### src/rtl/lpm_pkg.sv
package lpm_pkg;

   typedef enum logic {
      LPM_IDLE = 1'b0,
      LPM_RUN  = 1'b1
   } lpm_state_e;

endpackage

### src/rtl/lpm_ring.sv
module lpm_ring #(
   parameter int WIDTH = 32
) (
   input  logic             clk,
   input  logic             rst,
   input  logic             home,
   input  logic             step,
   output logic [WIDTH-1:0] hot,
   output logic             at_last
);

   localparam logic [WIDTH-1:0] HOME_POS = {{(WIDTH-1){1'b0}}, 1'b1};

   always_ff @(posedge clk) begin
      if (rst || home) hot <= HOME_POS;
      else if (step)   hot <= {hot[WIDTH-2:0], hot[WIDTH-1]};
   end

   assign at_last = hot[WIDTH-1];

   a_r3_ring_onehot: assert property (@(posedge clk) disable iff (rst)
      $onehot(hot));

endmodule

### src/rtl/lpm_upper.sv
module lpm_upper #(
   parameter int WIDTH         = 32,
   parameter bit SKIP_ZERO_ADD = 1'b1
) (
   input  logic             clk,
   input  logic             rst,
   input  logic             clr,
   input  logic             en,
   input  logic             bit_sel,
   input  logic [WIDTH-1:0] mcand,
   output logic [WIDTH-1:0] acc,
   output logic             bit_out
);

   localparam int SUM_W = WIDTH + 1;

   logic [SUM_W-1:0] nxt;

   generate
      if (SKIP_ZERO_ADD) begin : g_bypass
         logic [SUM_W-1:0] add_res;
         assign add_res = {1'b0, acc} + {1'b0, mcand};
         assign nxt     = bit_sel ? add_res : {1'b0, acc};
      end else begin : g_plain
         assign nxt = {1'b0, acc} + {1'b0, mcand & {WIDTH{bit_sel}}};
      end
   endgenerate

   assign bit_out = nxt[0];

   always_ff @(posedge clk) begin
      if (rst || clr) acc <= '0;
      else if (en)    acc <= nxt[SUM_W-1:1];
   end

   a_r5_acc_idle: assert property (@(posedge clk) disable iff (rst)
      (!en && !clr) |=> $stable(acc));

endmodule

### src/rtl/lpm_lower.sv
module lpm_lower #(
   parameter int WIDTH = 32
) (
   input  logic             clk,
   input  logic             rst,
   input  logic             clr,
   input  logic             en,
   input  logic [WIDTH-1:0] hot,
   input  logic             bit_in,
   output logic [WIDTH-1:0] lo
);

   for (genvar i = 0; i < WIDTH; i++) begin : g_slot
      always_ff @(posedge clk) begin
         if (rst || clr)       lo[i] <= 1'b0;
         else if (en && hot[i]) lo[i] <= bit_in;
      end
   end

endmodule

### src/rtl/lp_seq_mult.sv
module lp_seq_mult #(
   parameter int WIDTH         = 32,
   parameter bit SKIP_ZERO_ADD = 1'b1
) (
   input  logic               clk,
   input  logic               rst,
   input  logic               start,
   input  logic [WIDTH-1:0]   a,
   input  logic [WIDTH-1:0]   b,
   output logic [2*WIDTH-1:0] product,
   output logic               done
);
   import lpm_pkg::*;

   generate
      if (WIDTH < 2) begin : g_bad_width
         $error("lp_seq_mult: WIDTH must be at least 2");
      end
   endgenerate

   lpm_state_e       state;
   logic             busy;
   logic             accept;
   logic [WIDTH-1:0] mcand_q;
   logic [WIDTH-1:0] mplier_q;
   logic [WIDTH-1:0] hot;
   logic             at_last;
   logic             bit_sel;
   logic             bit_new;
   logic [WIDTH-1:0] acc;
   logic [WIDTH-1:0] lo;

   assign busy    = (state == LPM_RUN);
   assign accept  = start && !busy;
   assign bit_sel = |(mplier_q & hot);

   always_ff @(posedge clk) begin
      if (rst) begin
         state    <= LPM_IDLE;
         done     <= 1'b0;
         mcand_q  <= '0;
         mplier_q <= '0;
      end else begin
         done <= busy && at_last;
         if (accept) begin
            state    <= LPM_RUN;
            mcand_q  <= a;
            mplier_q <= b;
         end else if (busy && at_last) begin
            state <= LPM_IDLE;
         end
      end
   end

   lpm_ring #(.WIDTH(WIDTH)) u_ring (
      .clk(clk), .rst(rst), .home(accept), .step(busy),
      .hot(hot), .at_last(at_last)
   );

   lpm_upper #(.WIDTH(WIDTH), .SKIP_ZERO_ADD(SKIP_ZERO_ADD)) u_upper (
      .clk(clk), .rst(rst), .clr(accept), .en(busy), .bit_sel(bit_sel),
      .mcand(mcand_q), .acc(acc), .bit_out(bit_new)
   );

   lpm_lower #(.WIDTH(WIDTH)) u_lower (
      .clk(clk), .rst(rst), .clr(accept), .en(busy), .hot(hot),
      .bit_in(bit_new), .lo(lo)
   );

   assign product = {acc, lo};

   a_r3_done_pulse: assert property (@(posedge clk) disable iff (rst)
      done |=> !done);
   a_r3_done_idle: assert property (@(posedge clk) disable iff (rst)
      done |-> !busy);
   a_r4_busy_hold: assert property (@(posedge clk) disable iff (rst)
      (busy && start) |=> ($stable(mcand_q) && $stable(mplier_q)));
   a_r5_product_hold: assert property (@(posedge clk) disable iff (rst)
      (!busy && !start) |=> $stable(product));

endmodule

### config.mk
export PLATFORM = sky130hd
export DESIGN_NAME = lp_seq_mult
export DESIGN_NICKNAME = d
export VERILOG_FILES = /design/src/rtl/lpm_pkg.sv /design/src/rtl/lpm_ring.sv /design/src/rtl/lpm_upper.sv /design/src/rtl/lpm_lower.sv /design/src/rtl/lp_seq_mult.sv
export SDC_FILE = /design/constraint.sdc
export NUM_CORES = 1
export LEC_CHECK = 0
export BUFFER_PORTS_ARGS = -buffer_cell sky130_fd_sc_hd__buf_4
export CELL_PAD_IN_SITES_DETAIL_PLACEMENT = 0
export CELL_PAD_IN_SITES_GLOBAL_PLACEMENT = 1
export CORE_ASPECT_RATIO = 0.7
export CORE_MARGIN = 1
export CORE_UTILIZATION = 35
export CTS_CLUSTER_DIAMETER = 120
export DETAILED_ROUTE_END_ITERATION = 10
export GPL_TIMING_DRIVEN = 0
export PLACE_DENSITY = 0.8
export SLEW_MARGIN = 20
export SYNTH_ARGS = -nofsm -noshare
export SYNTH_HDL_FRONTEND = slang
export SYNTH_SLANG_ARGS = --single-unit
### constraint.sdc
create_clock -name clk -period 8.3 [get_ports clk]
set_input_delay 0.83 -clock clk [delete_from_list [all_inputs] [get_ports clk]]
set_output_delay 0.83 -clock clk [all_outputs]
set_load 0.01 [all_outputs]
Word-level counts from Yosys, hierarchy flattened
Cells that the tools add are included.
{"block": "totals", "regBits": 162, "input_bits": 67, "out_inout_bits": 65, "elab_cells": 80}
{"block": "op_classes", "add_sub_neg": 1, "muxes": 3, "n_bitwise": 1, "n_reduce_logical": 37}
{"op": "32-bit by 32-bit adder with 33-bit output", "count": 1}
{"op": "1-bit logical AND", "count": 33}
{"op": "33-bit 2-to-1 mux", "count": 1}
{"op": "32-bit bitwise AND", "count": 1}
{"op": "32-bit OR reduction", "count": 1}
{"op": "1-bit 2-to-1 mux", "count": 2}
{"op": "2-bit nonzero test", "count": 1}
{"op": "1-bit zero test", "count": 1}
{"op": "1-bit logical OR", "count": 1}

Depth between registers and ports, before layout
Gate-level depths: netlist of run 1.
{"block": "logic_depth", "ltp_word": 3, "mapped_depth": 10}

Modules after synthesis
From an unflattened synthesis of run 1, not the netlist that was laid out.
{"block": "unflattened", "cells_unflattened": 961, "area_unflattened_um2": 8247.9}
{"mod": "lpm_upper", "n_inst": 1, "cells_per_inst": 406, "area_each_um2": 3131.8}
{"mod": "lp_seq_mult", "n_inst": 1, "cells_per_inst": 306, "area_each_um2": 2422.3}
{"mod": "lpm_lower", "n_inst": 1, "cells_per_inst": 143, "area_each_um2": 1522.7}
{"mod": "lpm_ring", "n_inst": 1, "cells_per_inst": 106, "area_each_um2": 1171.1}

Worst setup path after synthesis of run 1
Ideal clock, no wire load.
{"block": "synth_path", "kind": "flip-flop to flip-flop", "from": "reg u_upper.acc[0]", "to": "reg u_upper.acc[23]", "setup_time_ps": 86, "arrival_time_ps": 2598, "setup_slack_ps": 5616, "stages_incl_launch_ff": 11, "cell_sequence": "dfxtp_1 -> ha_1 -> fa_1 -> a21o_1 -> a221oi_2 -> o221ai_2 -> o21ai_1 -> a21oi_1 -> o21ai_0 -> mux2_2 -> a211oi_1"}
{"block": "synth_via", "elab_chain_cells": 2}
{"item": "start, declared", "line": "lpm_upper.sv:11", "source": "output logic [WIDTH-1:0] acc,"}
{"item": "start signal, assigned", "line": "lpm_upper.sv:33", "source": "else if (en) acc <= nxt[SUM_W-1:1];"}
{"item": "32-bit by 32-bit adder with 33-bit output", "line": "lpm_upper.sv:22", "source": "assign add_res = {1'b0, acc} + {1'b0, mcand};"}
{"item": "33-bit 2-to-1 mux", "line": "lpm_upper.sv:23", "source": "assign nxt = bit_sel ? add_res : {1'b0, acc};"}
Every way passes these cells.
A chain may end at the register's enable or synchronous reset.

Worst setup path after layout of run 1
Same ends and word-level chain as after synthesis.

==> impl_metrics.yaml, run 1 <==
timing:
  fin_crit_sh_pct: 37.5
  finalMaxSlewViolations: 0
  finalHoldViolCount: 0
  maxClockFrequency_mhz: 322
  worst_clock_skew_ns: 0.0102
  worstMarginPinSlew_ns: 0.820
  rsz0062_at_grt: "false"
  slew_headroom_pct: 45.4
  final.setup.tns_ns: 0
  setup_viol: 0
  period_needed_ns: 3.11
grt:
  grt_max_degree: 17
  grt_pass1_vias: 6796
  grt_antenna_before_repair: 0
  grt_pass1_wl_mm: 39.6
  grt_usage_pct: 22.7
  overflow: 0
floorplan:
  initial_utilization_pct: 35.8
  num_io_pins: 132
  dieHeight_microns: 127
  die_area_sq_um: 22900
  num_rows: 45
  die_w_microns: 180
  core-area_sq_um: 21800
final_layout:
  nNetsFinal: 1183
  utilization_pct: 44.9
  final_area_sq_um: 9790
  diodes: 0
  synthToLayoutAreaGrowth_pct: 25.5
  drive_gt1_share_pct: 17.3
detailed_routing:
  drt_first_pass_iters: 5
  initialDrtViolationCount: 623
  drtAntennaViolNets: 0
  via_per_inst: 5.45
  vias: 7513
  drc: 0
  routedWlPerCell_microns: 18.6
  wl_mm: 25.7
placement:
  port_buffers: 131
  gp_congestion: 0.866
  hpwlAfterDp_mm: 19.3
  place_area_sq_um: 9140
cts:
  numCtsBuffers: 17
  clockRootBuffer: "clkbuf_16"
  htreeDepth: 4
  cts.path.max_buffers: 2
  clkLatencyLatePin_ns: 0.44
  cts_tree: "done"
  clkTransAtPathRegs_ns: 0.07
  cts_resized: 0
  post-cts-setup-buffer-count: 0
  ctsHoldBuffers: 0
  clock-sinks: 162
critical_path:
  cp-end-kind: "flip-flop"
  arrival_ns: 3.46
  crit_type: "flip-flop to flip-flop"
  startpoint_type: "flip-flop"
  crit_path_max_fanout: 4
  required_ns: 8.65
  crit_path_top_delay_cell: "fa_1"
  critPathMaxStageDelay_ns: 0.42
  path_cells: "ha_1 > fa_1 > a21o_1 > a221oi_2 > o221ai_2 > o21ai_1 > a21oi_1 > o21ai_0 > mux2_2 > a211oi_1"
logic_synthesis:
  syn_area_sq_um: 7800
  async_flop_share_pct: 0
  ys.flop_type: "dfxtp_1"
  seq_area_frac_synth_pct: 41.6
  ys_ff_latch: 162
  syn_inst: 933
  synth_edf_count: 0
  ys_types: 58
  syn-num-nets: 1033
  postSynthAreaPerCell_sq_um: 8.36
  yosys_warnings: 0
power:
  p_leak_nw: 4.02
  vdd_drop_max_uv: 170
  power-per-cell-area_nw_per_um2: 201
outcome:
  status: "complete, no violations"
flow_run:
  max_cap_violations: 0
worst_hold_path:
  min_path_type: "flip-flop to flip-flop"
critical path, delay by kind of cell, from the launching register on:
family	cells	cell delay [ns]
fa+ha+maj	2	0.66
compound gates	7	1.63
mux	1	0.36
flops	1	0.36
worst paths after layout:
path / endpoint / slack (ns) / depth (start not counted) / startpoint
min: mcand_q[26]$_SDFFE_PP0P_ / 0.46 / 2 / mcand_q[26]$_SDFFE_PP0P_
min reg2reg: mcand_q[26]$_SDFFE_PP0P_ / 0.46 / 2 / mcand_q[26]$_SDFFE_PP0P_
max: u_upper.acc[23]$_SDFFE_PP0P_ / 5.19 / 10 / u_upper.acc[0]$_SDFFE_PP0P_
max reg2reg: u_upper.acc[23]$_SDFFE_PP0P_ / 5.19 / 10 / u_upper.acc[0]$_SDFFE_PP0P_
kinds of logic (layout without fill, tap and decap cells):
logic type	after synthesis	count (layout)	synth area share [%]
AO/OA/AOI/OAI	312	312	25.6
XOR/XNOR	20	20	2.25
adder cells (fa/ha/maj)	33	33	5.39
buffers and inverters	76	239	3.85
flip-flops	162	162	41.6
multiplexers	45	45	5.85
AND/OR/NAND/NOR	285	285	15.5
routing by layer:
| layer | vias to the layer above | GRT usage (%) | share of wire (%) |
|---|---|---|---|
| met4 | 0 | 6.44 | 1.2 |
| met5 | - | 0 | 0 |
| met1 | 3555 | 35.9 | 53 |
| met2 | 275 | 29.3 | 38 |
| li1 | 3663 | - | - |
| met3 | 20 | 5.28 | 8.2 |
cell usage after synthesis (all sizes together), types with 3 or more instances:
cell type / number / area, sq um
a211oi: 18 / 140
a21boi: 3 / 22.5
a21o: 25 / 188
a21oi: 152 / 761
a22oi: 16 / 120
a311oi: 32 / 280
a31oi: 8 / 56.3
and3: 6 / 37.5
buf: 18 / 81.3
clkbuf: 50 / 189
dfxtp: 162 / 3240
ha: 32 / 400
inv: 8 / 30.0
mux2i: 43 / 430
nand2: 159 / 599
nand2b: 5 / 31.3
nand3: 7 / 35.0
nand3b: 5 / 37.5
nand4: 11 / 68.8
nor2: 75 / 282
nor2b: 7 / 43.8
nor3: 5 / 25.0
o211ai: 6 / 45.0
o21a: 4 / 30.0
o21ai: 23 / 123
o21bai: 5 / 37.5
o22ai: 3 / 18.8
xnor2: 8 / 70.1
xor2: 12 / 105
report_power, final:
part           switching [mW]  total, mW  internal, mW
Clock                   0.353      0.892         0.539
Combinational           0.154      0.248        0.0932
Sequential             0.0252      0.830         0.805
sequential cells by signal, summed over array words and instances (netlist names):
| register | flops |
|---|---|
| mcand_q | 32 |
| u_ring.hot | 32 |
| u_upper.acc | 32 |
| u_lower.lo | 32 |
| busy | 1 |
| done | 1 |
| mplier_q | 32 |
final cells by class:
class	instances	area (sq um)
fillers	2165	12000
inverters	8	30.0
plain buffers	68	270
repair buffers	131	983
multi-input cells	695	4260
flip-flops and latches	162	3240
clock inverters	15	230
clock buffers	17	425
well taps	282	353
placed cells by master, fill, tap and decap left out, types with 6 or more instances in the layout:
cell | Yosys | routed
a211oi_1 | 17 | 17
nand3_1 | 7 | 7
xnor2_1 | 8 | 8
mux2i_1 | 43 | 43
o21ai_0 | 20 | 20
nor2_1 | 75 | 75
a311oi_1 | 32 | 32
clkbuf_1 | 49 | 49
nand2_1 | 158 | 158
dfxtp_1 | 162 | 162
a31oi_1 | 7 | 7
ha_1 | 32 | 32
inv_1 | 8 | 8
a21o_1 | 25 | 25
buf_1 | 7 | 7
nand4_1 | 11 | 11
a21oi_1 | 152 | 152
and3_1 | 6 | 6
nor2b_1 | 7 | 7
clkbuf_16 | 0 | 17
a22oi_1 | 16 | 16
o211ai_1 | 6 | 6
buf_4 | 0 | 131
xor2_1 | 12 | 12
buf_2 | 11 | 11
stage by stage:
stage	std cells	hold slack [ns]	power (mW)	setup WS, ns
finish	1378	0.460	1.97	5.19
global route	1378	0.473	2.04	5.06
CTS	1378	0.459	1.97	5.24
detailed placement	1346	0.450	1.09	5.30
global placement	1346	0.444	1.09	5.27
floorplan	933	0.436	0.991	5.62
No activity file was read; power rests on OpenSTA's default activity.
==> run 2: changes to the inputs <==
--- a/config.mk
+++ b/config.mk
@@ -14,7 +14,7 @@
 export CTS_CLUSTER_DIAMETER = 120
 export DETAILED_ROUTE_END_ITERATION = 10
 export GPL_TIMING_DRIVEN = 0
-export PLACE_DENSITY = 0.8
+export PLACE_DENSITY = 0.82
 export SLEW_MARGIN = 20
 export SYNTH_ARGS = -nofsm -noshare
 export SYNTH_HDL_FRONTEND = slang
==> constraint.sdc (replaced) <==
create_clock -name clk -period 2.5 [get_ports clk]
set_input_delay 0.25 -clock clk [delete_from_list [all_inputs] [get_ports clk]]
set_output_delay 0.25 -clock clk [all_outputs]
set_load 0.01 [all_outputs]
==> impl_metrics.yaml, run 2 (synthesis gave the netlist of run 1 again) <==
outcome:
  violations: "negative setup slack"
  status: "finished with violations"
power:
  p_int_mw: 4.59
  power_switching_mw: 1.76
  p_sw_share_pct: 27.7
  comb_power_share_pct: 13.7
  p_leak_nw: 4.13
  vdd_drop_max_uv: 515
  power-per-cell-area_nw_per_um2: 623
  clockPowerShare_pct: 42.8
  pwr-share-seq_pct: 43.5
timing:
  period_needed_ns: 2.69
  finalMaxSlewViolations: 0
  rsz0062_at_grt: "true"
  slew_headroom_pct: 47.4
  finalHoldViolCount: 0
  maxClockFrequency_mhz: 372
  setup_ws_ns: -0.191
  fin_hold_ws_ns: 0.0527
  fin_crit_sh_pct: 108
  worstMarginPinSlew_ns: 0.789
  setup_viol: 9
  worst_clock_skew_ns: 0.0193
cts:
  clkLatencyLatePin_ns: 0.44
  clockRootBuffer: "clkbuf_16"
  cts_tree: "done"
  clkTransAtPathRegs_ns: 0.07
  cts.path.max_buffers: 2
  ctsHoldBuffers: 0
  numCtsBuffers: 17
  clock-sinks: 162
  htreeDepth: 4
grt:
  overflow: 0
  grt_max_degree: 17
  grt.busiest_layer: "met1"
  met3_usage_pct: 4.94
  grt_pass1_vias: 6866
  met2_usage_pct: 29.3
  use_met1_pct: 35.7
  grt_usage_pct: 22.5
  grt_pass1_wl_mm: 39.6
  grt_antenna_before_repair: 0
detailed_routing:
  routedWlPerCell_microns: 18.6
  vias: 7599
  drc: 0
  wl_mm: 25.9
  via_per_inst: 5.45
  initialDrtViolationCount: 622
  drt_first_pass_iters: 5
  drtAntennaViolNets: 0
final_layout:
  instances_no_fill: 1394
  nNetsFinal: 1199
  drive_gt1_share_pct: 23.4
  mostFrequentLayoutCells: "nand2_1 (158), dfxtp_1 (147), a21oi_1 (146)"
  final_common_cell: "nand2_1"
  diodes: 0
  num-fill-cells: 2105
  synthToLayoutAreaGrowth_pct: 30.7
critical_path:
  required_ns: 2.80
  cp-end-kind: "flip-flop"
  arrival_ns: 2.99
  crit_type: "flip-flop to flip-flop"
  crit_path_max_fanout: 3
  startpoint_type: "flip-flop"
placement:
  place_ws_ns: -0.303
  hpwlAfterDp_mm: 19.3
  port_buffers: 131
  placed_cells: 1346
  gp_congestion: 0.886
flow_run:
  max_cap_violations: 0
floorplan:
  core-area_sq_um: 21800
  num_rows: 45
  die_w_microns: 180
  die_area_sq_um: 22900
  num_io_pins: 132
  dieHeight_microns: 127
  initial_utilization_pct: 35.8
worst_hold_path:
  min_path_type: "input port to flip-flop"
run 2: cell type report:
class | instances | area, sq um | area share (%)
well taps | 282 | 353 | 3.46
clock buffers | 20 | 467 | 4.58
inverters | 8 | 30.0 | 0.295
plain buffers | 67 | 275 | 2.70
repair buffers | 148 | 1130 | 11.1
clock inverters | 12 | 144 | 1.41
flip-flops and latches | 162 | 3260 | 32.0
multi-input cells | 695 | 4530 | 44.4
run 2: power by group through the flow:
stage / combinational, mW / clock (mW) / sequential (mW)
2_1_floorplan: 0.505 / 0 / 2.79
3_3_place_gp: 0.796 / 0 / 2.81
3_5_place_dp: 0.807 / 0 / 2.81
4_1_cts: 0.826 / 2.74 / 2.75
5_1_grt: 0.949 / 2.85 / 2.77
6_report: 0.867 / 2.72 / 2.76
run 2: final timing paths:
kind                               start                      endpoint  slack [ns]  depth (start not counted)
max reg2reg  u_upper.acc[0]$_SDFFE_PP0P_  u_upper.acc[31]$_SDFFE_PP0P_       -0.19                         10
min                                 b[4]      mplier_q[4]$_SDFFE_PP0P_        0.05                          3
min reg2reg    mplier_q[25]$_SDFFE_PP0P_     mplier_q[25]$_SDFFE_PP0P_        0.45                          2
max          u_upper.acc[0]$_SDFFE_PP0P_  u_upper.acc[31]$_SDFFE_PP0P_       -0.19                         10
run 2: critical path: stages, from the launching register on:
cell      delay [ns]
dfxtp_4         0.35
ha_4            0.16
fa_2            0.35
a21o_1          0.21
a221oi_4        0.28
o221ai_2        0.18
o211ai_1        0.31
o211ai_1        0.22
o21a_1          0.23
o211ai_1        0.17
a21oi_1         0.09
run 2: what timing repair did:
action                                  CTS  global route
endpoints found under the setup margin   42            53
gates resized for setup                  22            53
cloned                                    0             0
pin swaps                                23            34
setup buffers                             7            11
run 2: stage by stage:
stage	util (%)	area (sq um)	setup TNS, ns	total power [mW]
2_1_floorplan	-	7830	-0.0196	3.29
3_3_place_gp	42.1	9170	-2.39	3.61
3_5_place_dp	42.1	9170	-2.19	3.62
4_1_cts	45.5	9920	-0.769	6.32
5_1_grt	46.8	10200	-1.97	6.57
6_report	46.8	10200	-0.676	6.35
run 2: per-layer routing:
metal	wire, microns	part of all wire [%]
met1	13400	52
met5	0	0
met4	354	1.4
met2	9950	38
met3	2230	8.6
